$ cat src/rtl/pwm_period_bank.sv
module pwm_period_bank #(
  parameter int CNT_W = 16,
  parameter int NCH   = 3,
  localparam int SEL_W = $clog2(NCH + 1)
) (
  input  logic             clk,
  input  logic             rst_n,
  input  logic             run,
  input  logic             cfg_we,
  input  logic [SEL_W-1:0] cfg_sel,
  input  logic [CNT_W-1:0] cfg_data,
  input  logic             mode_req,
  input  logic [SEL_W-1:0] mode_ch,
  input  logic             mode_on,
  input  logic             mode_irq,
  input  logic [NCH-1:0]   flag_clr,
  output logic [CNT_W-1:0] count_o,
  output logic [NCH-1:0]   pwm_o,
  output logic [NCH-1:0]   flag_o,
  output logic             irq_o,
  output logic             err_o
);
  localparam logic [SEL_W-1:0] PERIOD_SLOT = SEL_W'(NCH);

  logic [CNT_W-1:0] cnt_q, period_q;
  logic [NCH-1:0]   en_q, ie_q, flag_q;
  logic             err_q;

  logic [CNT_W:0] cnt_inc;
  logic           wrap;
  logic           req_bad;

  assign cnt_inc = {1'b0, cnt_q} + 1'b1;
  assign wrap    = cnt_inc >= {1'b0, period_q};
  assign req_bad = mode_req && (mode_ch >= PERIOD_SLOT);

  always_ff @(posedge clk) begin
    if (!rst_n) begin
      cnt_q    <= '0;
      period_q <= '0;
      err_q    <= 1'b0;
    end else begin
      if (run) cnt_q <= wrap ? '0 : cnt_inc[CNT_W-1:0];
      if (cfg_we && cfg_sel == PERIOD_SLOT) period_q <= cfg_data;
      err_q <= req_bad;
    end
  end

  for (genvar i = 0; i < NCH; i++) begin : g_ch
    logic [CNT_W-1:0] pulse_q;
    logic             hit;

    assign hit = run && en_q[i] && (cnt_q == pulse_q);

    always_ff @(posedge clk) begin
      if (!rst_n) begin
        pulse_q   <= '0;
        en_q[i]   <= 1'b0;
        ie_q[i]   <= 1'b0;
        flag_q[i] <= 1'b0;
      end else begin
        if (cfg_we && cfg_sel == SEL_W'(i)) pulse_q <= cfg_data;
        if (mode_req && mode_ch == SEL_W'(i)) begin
          en_q[i] <= mode_on;
          ie_q[i] <= mode_irq;
        end
        flag_q[i] <= hit || (flag_q[i] && !flag_clr[i]);
      end
    end

    assign pwm_o[i] = en_q[i] && (cnt_q >= pulse_q);

    assert_zero_pulse_high_R5: assert property (@(posedge clk) disable iff (!rst_n)
      (en_q[i] && pulse_q == '0) |-> pwm_o[i]);

    assert_flag_cause_R8: assert property (@(posedge clk) disable iff (!rst_n)
      $rose(flag_q[i]) |-> $past(run && en_q[i] && cnt_q == pulse_q));
  end

  assign count_o = cnt_q;
  assign flag_o  = flag_q;
  assign irq_o   = |(flag_q & ie_q);
  assign err_o   = err_q;

  assert_hold_when_idle_R2: assert property (@(posedge clk) disable iff (!rst_n)
    !run |=> $stable(cnt_q));

  assert_period_restart_R3: assert property (@(posedge clk) disable iff (!rst_n)
    (run && period_q != '0 && cnt_q == period_q - 1'b1) |=> cnt_q == '0);

  assert_reserved_refused_R7: assert property (@(posedge clk) disable iff (!rst_n)
    (mode_req && mode_ch == PERIOD_SLOT) |=> (err_o && $stable(en_q)));

  assert_err_cause_R7: assert property (@(posedge clk) disable iff (!rst_n)
    err_o |-> $past(mode_req));

  assert_irq_needs_flag_R9: assert property (@(posedge clk) disable iff (!rst_n)
    irq_o |-> (flag_q != '0));
endmodule

$ cat config.mk
export PLATFORM = sky130hd
export DESIGN_NAME = pwm_period_bank
export DESIGN_NICKNAME = d
export VERILOG_FILES = /design/src/rtl/pwm_period_bank.sv
export SDC_FILE = /design/constraint.sdc
export NUM_CORES = 1
export LEC_CHECK = 0
export ABC_AREA = 0
export ABC_CLOCK_PERIOD_IN_PS = 4000
export BUFFER_PORTS_ARGS = -buffer_cell sky130_fd_sc_hd__buf_2
export CAP_MARGIN = 20
export CORE_ASPECT_RATIO = 1.4
export CORE_UTILIZATION = 55
export CTS_CLUSTER_SIZE = 16
export DETAILED_ROUTE_END_ITERATION = 8
export GPL_TIMING_DRIVEN = 0
export PLACE_DENSITY_LB_ADDON = 0.05
export RECOVER_POWER = 50
export SLEW_MARGIN = 20
export SYNTH_ARGS = -nofsm -noshare
export SYNTH_HDL_FRONTEND = slang
export SYNTH_SLANG_ARGS = --single-unit
$ cat constraint.sdc
create_clock -name clk -period 4 [get_ports clk]
set_clock_uncertainty 0.1 [all_clocks]
set_input_delay 0.8 -clock clk [delete_from_list [all_inputs] [get_ports clk]]
set_output_delay 0.8 -clock clk [all_outputs]
set_load 0.005 [all_outputs]
==> results of run 1 <==
metrics by stage:
step / instances / area, µm²
floorplan: 662 / 5170
detailed placement: 820 / 5560
global route: 836 / 5910
finish: 836 / 5910
CTS: 836 / 5920
global placement: 820 / 5560
sequential cells by signal (all words and copies together) (netlist names):
register,cells
period_q,16
flag_o,3
ie_q,3
g_ch.pulse_q,48
en_q,3
count_o,16
err_o,1
cell families after synthesis:
logic type                 count (synthesis)
and+or+nand+nor                          244
AOI/OAI and AO/OA                        138
buffers and inverters                    106
DFF                                       90
adders and majority gates                 65
xor gates and xnor gates                  13
muxes                                      6
routing by layer:
layer	vias up	global-route usage, %	routed length (µm)
li1	2336	-	-
met1	2126	32.0	5360
met2	108	51.5	6540
met3	30	2.95	504
met4	0	17.4	522
met5	-	0	0
cell usage in the layout (no fill, tap or decap), types with 13 or more instances in the layout:
cell type	netlist	routed
nand2_1	155	155
dfxtp_1	90	90
a21oi_1	82	82
inv_1	81	81
ha_1	65	65
buf_2	4	49
nor2_1	26	26
clkbuf_1	15	25
nand4_1	18	18
o21ai_0	15	15
a21o_1	13	13
critical path, cell delays in order, from the launching register on:
cell and delay [ns]:
dfxtp_1 0.56, ha_1 0.33, nand3_2 0.20, nor2_1 0.30, and3_1 0.22, xnor2_1 0.16
inv_1 0.07, ha_1 0.32, a211oi_1 0.26, o21ai_0 0.14, o211ai_1 0.12, a31o_4 0.24
nand4_4 0.17, buf_12 0.22, o22ai_2 0.13
report_power, final:
group / internal, mW / total [mW] / switching [mW] / leakage, nW
clock: 0.630 / 0.992 / 0.362 / 0.173
combinational: 0.104 / 0.276 / 0.172 / 1.65
sequential: 0.922 / 0.941 / 0.0184 / 0.730
layout make-up:
type / count / area [µm²]
plain buffers: 25 / 114
clock inverters: 6 / 113
clock buffers: 10 / 239
fillers: 817 / 3170
inverters: 81 / 304
multi-input cells: 466 / 2950
flip-flops and latches: 90 / 1800
well taps: 107 / 134
repair buffers: 51 / 249
final timing paths:
path,slack (ns),from,to,cells past startpoint
setup / recovery,0.39,count_o[1],count_o[3],14
hold / removal,0.36,g_ch[2].pulse_q[7],g_ch[2].pulse_q[7],2
setup reg to reg,0.39,count_o[1],count_o[3],14
hold reg to reg,0.36,g_ch[2].pulse_q[7],g_ch[2].pulse_q[7],2
==> key figures, run 1 <==
Global route
  – Initial antenna violation count: 0
  – Gr ovfl total: 0
  – Global-route wire length before repair: 21000 µm
  – Vias in the first global route: 4515
  – Overall routing resource usage: 28.2%
  – Largest net degree at the start of global routing: 16

STA
  – RSZ-0062 raised after global routing: no
  – Final count of hold timing violations: 0
  – Final min period: 3.61 ns
  – Worst slew pin tran: 0.800 ns
  – # setup viols final: 0
  – Worst hold margin: 0.356 ns
  – Final setup margin: 0.389 ns
  – Worst slew margin: 46.2%
  – Slew Limit Fails: 0
  – TNS Setup: 0 ns
  – Part of the cycle the worst path needs: 90.3%
  – Max Clk Rate: 277 MHz

Yosys
  – Post-Syn Nets: 757
  – Syn avg cell area: 7.82 µm²
  – Seq/Total Area, Yosys: 34.8%
  – Xor and xnor fraction of the mapped netlist area: 2.20%
  – FFs w/ async S/R, synth: 0%
  – Post-Syn Area: 5170 µm²
  – Main combinational cell family by area after synthesis: simple AND/OR/NAND/NOR gates
  – Mux contribution to synthesized area: 1.16%
  – Count of state elements after synthesis: 90
  – EDFF count, synth: 0
  – Simple-gate share of the synthesized area: 21.5%
  – Main flop type after synthesis: dfxtp_1
  – Post-Synth Adder-Cell Area: 15.7%
  – Yosys top cell area share: 34.8%
  – Synth Area in Compound Gates: 16.5%
  – Ys Warns: 0
  – Unique masters post-synth: 45
  – Yosys top cell by area: dfxtp_1
  – Synth top area cells: dfxtp_1 35%, ha_1 16%, nand2_1 11%
  – Top post-synthesis cells by count: 155 x nand2_1, 90 x dfxtp_1, 82 x a21oi_1, 81 x inv_1, 65 x ha_1
  – Cell with the most instances after synthesis: nand2_1
  – Synthesized netlist cell count: 662

Setup path
  – Endpoint class of the critical path: flop
  – CP max FO: 10
  – Crit start category: flop
  – Crit path kind: reg2reg
  – Req. time, crit path: 4.17 ns
  – Worst Path Arrival: 3.78 ns

Die
  – DIE WIDTH: 84.0 µm
  – FP Rows: 41
  – Die ar.: 9810 µm²
  – Initial Util: 57.0%
  – Die Y-Extent: 117 µm
  – I/O pin cnt: 54
  – Core footprint: 9080 µm²

Pwr
  – Design Power: 2.21 mW
  – Pwr per Cell Area: 374 nW/µm²
  – Peak VDD IR: 0.000269 V
  – P_leak: 2.55 nW

Placed design
  – Post-DP HPWL: 10100 µm
  – GPL Wtd Cong: 0.837
  – Port Buf Inserts: 51
  – Worst slack at placement: 0.385 ns

Cells and area
  – Share of cells above drive strength 1: 11.9%
  – Inserted Diodes: 0
  – Final nets: 819
  – Fin util: 65.1%
  – Syn-to-layout area delta: 14.2%

Clock tree
  – H-tree depth: 3
  – Hold buffers post-CTS: 0
  – Worst-path clk slew: 0.06 ns
  – Clk Latency, worst-skew pair: 0.34 ns
  – Clock Sinks: 90
  – CTS Buffer Depth: 2
  – Number of buffers created by CTS: 9
  – CTS Root Cell: clkbuf_16
  – Cts repair resizes: 0
  – Setup Buffers After CTS: 0
  – CTS tree: yes

Route
  – DR pass1 iterations: 9
  – Via/cell ratio: 5.50
  – Vias post-DR: 4600
  – Post-DRT Antenna Nets: 0
  – DRC viols: 8
  – Final WL: 12900 µm
  – Initial DRC count: 160
  – Wire per inst: 15.5 µm

Run
  – Max_cap viols: 0

Status
  – Failing checks: design-rule violations
  – Status: complete, but fails checks

Worst hold path
  – HP Class: reg2reg
No activity file was read; power rests on OpenSTA's default activity.
==> run 2: changes to the inputs <==
- MAX_ROUTING_LAYER: default -> met4
==> run 2 against run 1 <==
Effect of this change: largest power group unchanged; sequential power about the same; the flow still finishes with violations (design-rule violations); cell area unchanged; clock power about the same; critical path type unchanged; worst setup slack improved by 0.0070 ns; critical path depth unchanged.
==> key figures, run 2 (synthesis gave the netlist of run 1 again) <==
Pwr
  – P_leak: 2.55 nW
  – Peak VDD IR: 0.000268 V
  – Pwr per Cell Area: 374 nW/µm²

Setup path
  – Worst reg-to-reg path cell count: 14
  – WP buf/inv: 2
  – Most used cell, CP: ha_1
  – Worst path top cell family by delay: simple AND/OR/NAND/NOR gates
  – CP max FO: 10
  – Worst reg2reg endpoint: count_o[3]
  – Cell Chain, Critical Path: ha_1, nand3_2, nor2_1, and3_1, xnor2_1, inv_1, ha_1, a211oi_1, o21ai_0, o211ai_1, a31o_4, nand4_4, buf_12, o22ai_2
  – Flop2flop setup slack: 0.40 ns
  – Slowest cell on crit path: dfxtp_1
  – Crit path kind: reg2reg
  – Req. time, crit path: 4.17 ns
  – Worst Path Arrival: 3.78 ns
  – Worst stage delay on the critical path: 0.55 ns
  – Endpoint class of the critical path: flop
  – Crit start category: flop
  – Worst reg2reg startpoint: count_o[1]

Route
  – Vias post-DR: 4622
  – DR pass1 iterations: 7
  – DRC viols: 8
  – Wire per inst: 15.5 µm
  – Post-DRT Antenna Nets: 0
  – Initial DRC count: 176
  – Via/cell ratio: 5.53
  – Final WL: 12900 µm

STA
  – Part of the cycle the worst path needs: 90.1%
  – RSZ-0062 raised after global routing: no
  – TNS Setup: 0 ns
  – Final min period: 3.60 ns
  – Slew Limit Fails: 0
  – Worst slew pin tran: 0.799 ns
  – Max Clk Rate: 277 MHz
  – Final count of hold timing violations: 0
  – Worst slew margin: 46.3%
  – # setup viols final: 0

Run
  – Max_cap viols: 0

Placed design
  – Port Buf Inserts: 51
  – Post-DP HPWL: 10100 µm
  – GPL Wtd Cong: 0.850

Die
  – I/O pin cnt: 54
  – Initial Util: 57.0%
  – FP Rows: 41
  – Die Y-Extent: 117 µm
  – DIE WIDTH: 84.0 µm
  – Core footprint: 9080 µm²
  – Die ar.: 9810 µm²

Clock tree
  – Number of buffers created by CTS: 9
  – Setup Buffers After CTS: 0
  – CTS tree: yes
  – Cts repair resizes: 0
  – H-tree depth: 3
  – Hold buffers post-CTS: 0
  – Clk Latency, worst-skew pair: 0.34 ns
  – CTS Buffer Depth: 2
  – CTS Root Cell: clkbuf_16
  – Clock Sinks: 90
  – Worst-path clk slew: 0.06 ns

Worst hold path
  – Hold path endpoint: period_q[13]
  – Hold path cells: 2
  – HP Class: reg2reg
  – Hold Startpoint: period_q[13]

Cells and area
  – Max reg flops: 48
  – Biggest register: g_ch.pulse_q
  – Commonest non-fill, non-tap cell in the layout: nand2_1
  – Final nets: 819
  – Syn-to-layout area delta: 14.2%
  – Commonest cells after routing, fill and taps aside: 155 x nand2_1, 90 x dfxtp_1, 82 x a21oi_1
  – Fin util: 65.1%
  – Share of cells above drive strength 1: 11.9%
  – Inserted Diodes: 0

Global route
  – Initial antenna violation count: 0
  – Global-route wire length before repair: 21000 µm
  – Overall routing resource usage: 29.1%
  – Gr ovfl total: 0
  – Vias in the first global route: 4509
  – Largest net degree at the start of global routing: 16

Status
  – Status: complete, but fails checks
  – Failing checks: design-rule violations
run 2: cell counts in the layout (fill, tap and decap cells not counted):
Identical to the previous run, type by type.
run 2: through the flow:
| stage | total power, mW | hold WS [ns] | instances | instance area, µm² | worst slack (ns) |
|---|---|---|---|---|---|
| floorplan | 1.14 | 0.336 | 662 | 5170 | 1.04 |
| global placement | 1.23 | 0.343 | 820 | 5560 | 0.498 |
| detailed placement | 1.24 | 0.347 | 820 | 5560 | 0.385 |
| CTS | 2.23 | 0.356 | 836 | 5920 | 0.368 |
| global route | 2.30 | 0.370 | 836 | 5910 | 0.120 |
| finish | 2.21 | 0.355 | 836 | 5910 | 0.396 |
run 2: how the worst max path moves through the flow:
stage          startpoint         end  slack [ns]  cells after the start
2_1_floorplan  count_o[0]  count_o[2]        1.04                     14
3_3_place_gp   count_o[1]  count_o[3]        0.50                     14
3_5_place_dp   count_o[1]  count_o[3]        0.39                     14
4_1_cts        count_o[1]  count_o[3]        0.37                     14
5_1_grt        count_o[1]  count_o[3]        0.12                     14
6_report       count_o[1]  count_o[3]        0.40                     14
run 2: power breakdown:
part           switching (mW)  total [mW]  internal (mW)
Sequential             0.0184       0.941          0.922
Combinational           0.172       0.276          0.104
Clock                   0.362       0.992          0.630
run 2: area by class of cell:
type | instances | area [µm²]
buffer | 25 | 114
clock buffer | 10 | 239
clock inverter | 6 | 113
fill | 817 | 3170
inverter | 81 | 304
multi-input combinational | 466 | 2950
sequential | 90 | 1800
tap | 107 | 134
timing repair buffer | 51 | 249
run 2: worst min-delay path: cells and delay by family, from the launching register on:
family,cells,cell delay (ns)
flip-flops,1,0.31
AND/OR/NAND/NOR,1,0.05
AO/OA/AOI/OAI,1,0.05
run 2: metal layers:
metal	routed length [µm]	GRT usage [%]	vias up
met2	6550	51.3	106
met3	522	4.00	32
li1	-	-	2338
met5	0	-	-
met4	516	15.7	0
met1	5350	32.2	2146
==> run 3: changes to the inputs <==
- CORE_MARGIN: default -> 10
==> run 3 against run 2 <==
Effect of this change: the run now ends clean; power down 7.6%; global-route usage down 8.6 points; clock power down 17%; register-to-register slack gained 0.07 ns; flip-flop and latch count is the same; die area grew 40%; clock-buffer cell count unchanged; first-iteration DRC count grew 31%; critical path depth unchanged; sequential power barely moved; worst hold slack lost 0.00061 ns.
==> key figures, run 3 (synthesis gave the netlist of run 1 again) <==
Pwr
  – Pwr per Cell Area: 350 nW/µm²
  – Peak VDD IR: 0.000284 V
  – P_leak: 2.52 nW
  – Design Power: 2.04 mW

STA
  – RSZ-0062 raised after global routing: no
  – Part of the cycle the worst path needs: 88.3%
  – Final min period: 3.53 ns
  – Worst slew margin: 61.3%
  – Worst slew pin tran: 0.580 ns
  – Slew Limit Fails: 0
  – Max Clk Rate: 283 MHz
  – Final count of hold timing violations: 0
  – TNS Setup: 0 ns
  – # setup viols final: 0

Die
  – Core footprint: 9080 µm²
  – I/O pin cnt: 54
  – Die ar.: 13700 µm²
  – Die Y-Extent: 135 µm
  – DIE WIDTH: 102 µm
  – Initial Util: 57.0%
  – FP Rows: 41

Global route
  – Global-route wire length before repair: 21500 µm
  – Gr ovfl total: 0
  – Initial antenna violation count: 0
  – Largest net degree at the start of global routing: 14
  – Vias in the first global route: 4506
  – Overall routing resource usage: 20.5%

Setup path
  – Worst Path Arrival: 3.70 ns
  – Worst reg-to-reg path cell count: 14
  – Cell Chain, Critical Path: ha_1, nand3_2, nor2_1, and3_1, xnor2_1, inv_1, ha_1, a211oi_1, o21ai_0, o211ai_1, a31o_4, nand4_4, buf_12, o22ai_2
  – Req. time, crit path: 4.17 ns
  – Endpoint class of the critical path: flop
  – CP max FO: 10
  – Crit start category: flop
  – Worst reg2reg endpoint: count_o[3]
  – Slowest cell on crit path: dfxtp_1
  – Crit path kind: reg2reg
  – Worst stage delay on the critical path: 0.51 ns
  – Most used cell, CP: ha_1
  – Flop2flop setup slack: 0.47 ns
  – Worst reg2reg startpoint: count_o[1]

Route
  – Via/cell ratio: 5.49
  – DRC viols: 0
  – DR pass1 iterations: 5
  – Post-DRT Antenna Nets: 0
  – Wire per inst: 16.0 µm
  – Final WL: 13400 µm
  – Initial DRC count: 231
  – Vias post-DR: 4582

Clock tree
  – CTS Buffer Depth: 2
  – CTS tree: yes
  – Worst-path clk slew: 0.06 ns
  – Hold buffers post-CTS: 0
  – Clock Sinks: 90
  – Setup Buffers After CTS: 0
  – Clk Latency, worst-skew pair: 0.34 ns
  – CTS Root Cell: clkbuf_16
  – Number of buffers created by CTS: 9
  – Cts repair resizes: 0
  – H-tree depth: 3

Placed design
  – Port Buf Inserts: 51
  – GPL Wtd Cong: 0.898
  – Post-DP HPWL: 10600 µm
  – Placed Area: 5560 µm²

Cells and area
  – Inserted Diodes: 0
  – Share of cells above drive strength 1: 11.8%
  – Commonest non-fill, non-tap cell in the layout: nand2_1
  – Syn-to-layout area delta: 12.7%
  – Design area: 5830 µm²
  – Biggest register: g_ch.pulse_q
  – Max reg flops: 48
  – Filler instances: 828
  – Final nets: 819
  – Commonest cells after routing, fill and taps aside: 155 x nand2_1, 90 x dfxtp_1, 82 x a21oi_1

Worst hold path
  – HP Class: reg2reg
  – Hold path cells: 2
  – Hold Startpoint: period_q[3]
  – Hold path endpoint: period_q[3]

Status
  – Status: finished, final reports clean

Run
  – Max_cap viols: 0
==> run 3: cell types whose count changed in the layout (fill, tap and decap cells not counted), sizes merged <==
cell    previous run  this run
bufinv             3         1
clkbuf            35        34
buf               51        52
inv               82        81
clkinv             2         3
==> run 3: metrics by stage <==
step / utilization [%] / setup WS [ns] / instances / hold slack, ns
after floorplan: - / 1.04 / 662 / 0.336
after global placement: 61.3 / 0.521 / 820 / 0.343
after detailed placement: 61.3 / 0.480 / 820 / 0.347
after CTS: 64.3 / 0.473 / 834 / 0.355
after global routing: 64.2 / 0.265 / 834 / 0.371
final: 64.2 / 0.466 / 834 / 0.355
==> run 3: worst max-delay path: cells and delay by family, from the launching register on <==
family	cells	cell delay (ns)
AO/OA/AOI/OAI	5	0.88
XOR/XNOR	1	0.16
adder cells (fa/ha/maj)	2	0.64
buffers and inverters	2	0.29
flip-flops	1	0.51
AND/OR/NAND/NOR	4	0.87
==> run 3: cell type report <==
class / count / area (µm²) / area share (%)
inverter: 81 / 304 / 5.21
clock buffer: 10 / 229 / 3.93
clock inverter: 4 / 45.0 / 0.772
tap: 107 / 134 / 2.30
timing repair buffer: 51 / 251 / 4.31
buffer: 25 / 114 / 1.95
multi-input combinational: 466 / 2950 / 50.6
sequential: 90 / 1800 / 30.9
==> run 3: routing by layer <==
layer / global-route usage, % / part of all wire (%) / wire, µm
met1: 22.2 / 40 / 5400
met2: 36.1 / 51 / 6860
met3: 2.15 / 5.0 / 665
met4: 10.3 / 3.4 / 453
met5: - / 0 / 0
==> run 3: where the power goes <==
| part | switching, mW | leakage [nW] | total [mW] | internal [mW] |
|---|---|---|---|---|
| combinational | 0.170 | 1.65 | 0.274 | 0.104 |
| clock | 0.352 | 0.138 | 0.827 | 0.475 |
| sequential | 0.0182 | 0.730 | 0.941 | 0.922 |
| total | 0.540 | 2.52 | 2.04 | 1.50 |
==> run 3: worst max-delay path by stage <==
stage	from	end	cells after the start
2_1_floorplan	count_o[0]	count_o[2]	14
3_3_place_gp	count_o[1]	count_o[3]	14
3_5_place_dp	count_o[1]	count_o[3]	14
4_1_cts	count_o[1]	count_o[3]	14
5_1_grt	count_o[1]	count_o[3]	14
6_report	count_o[1]	count_o[3]	14
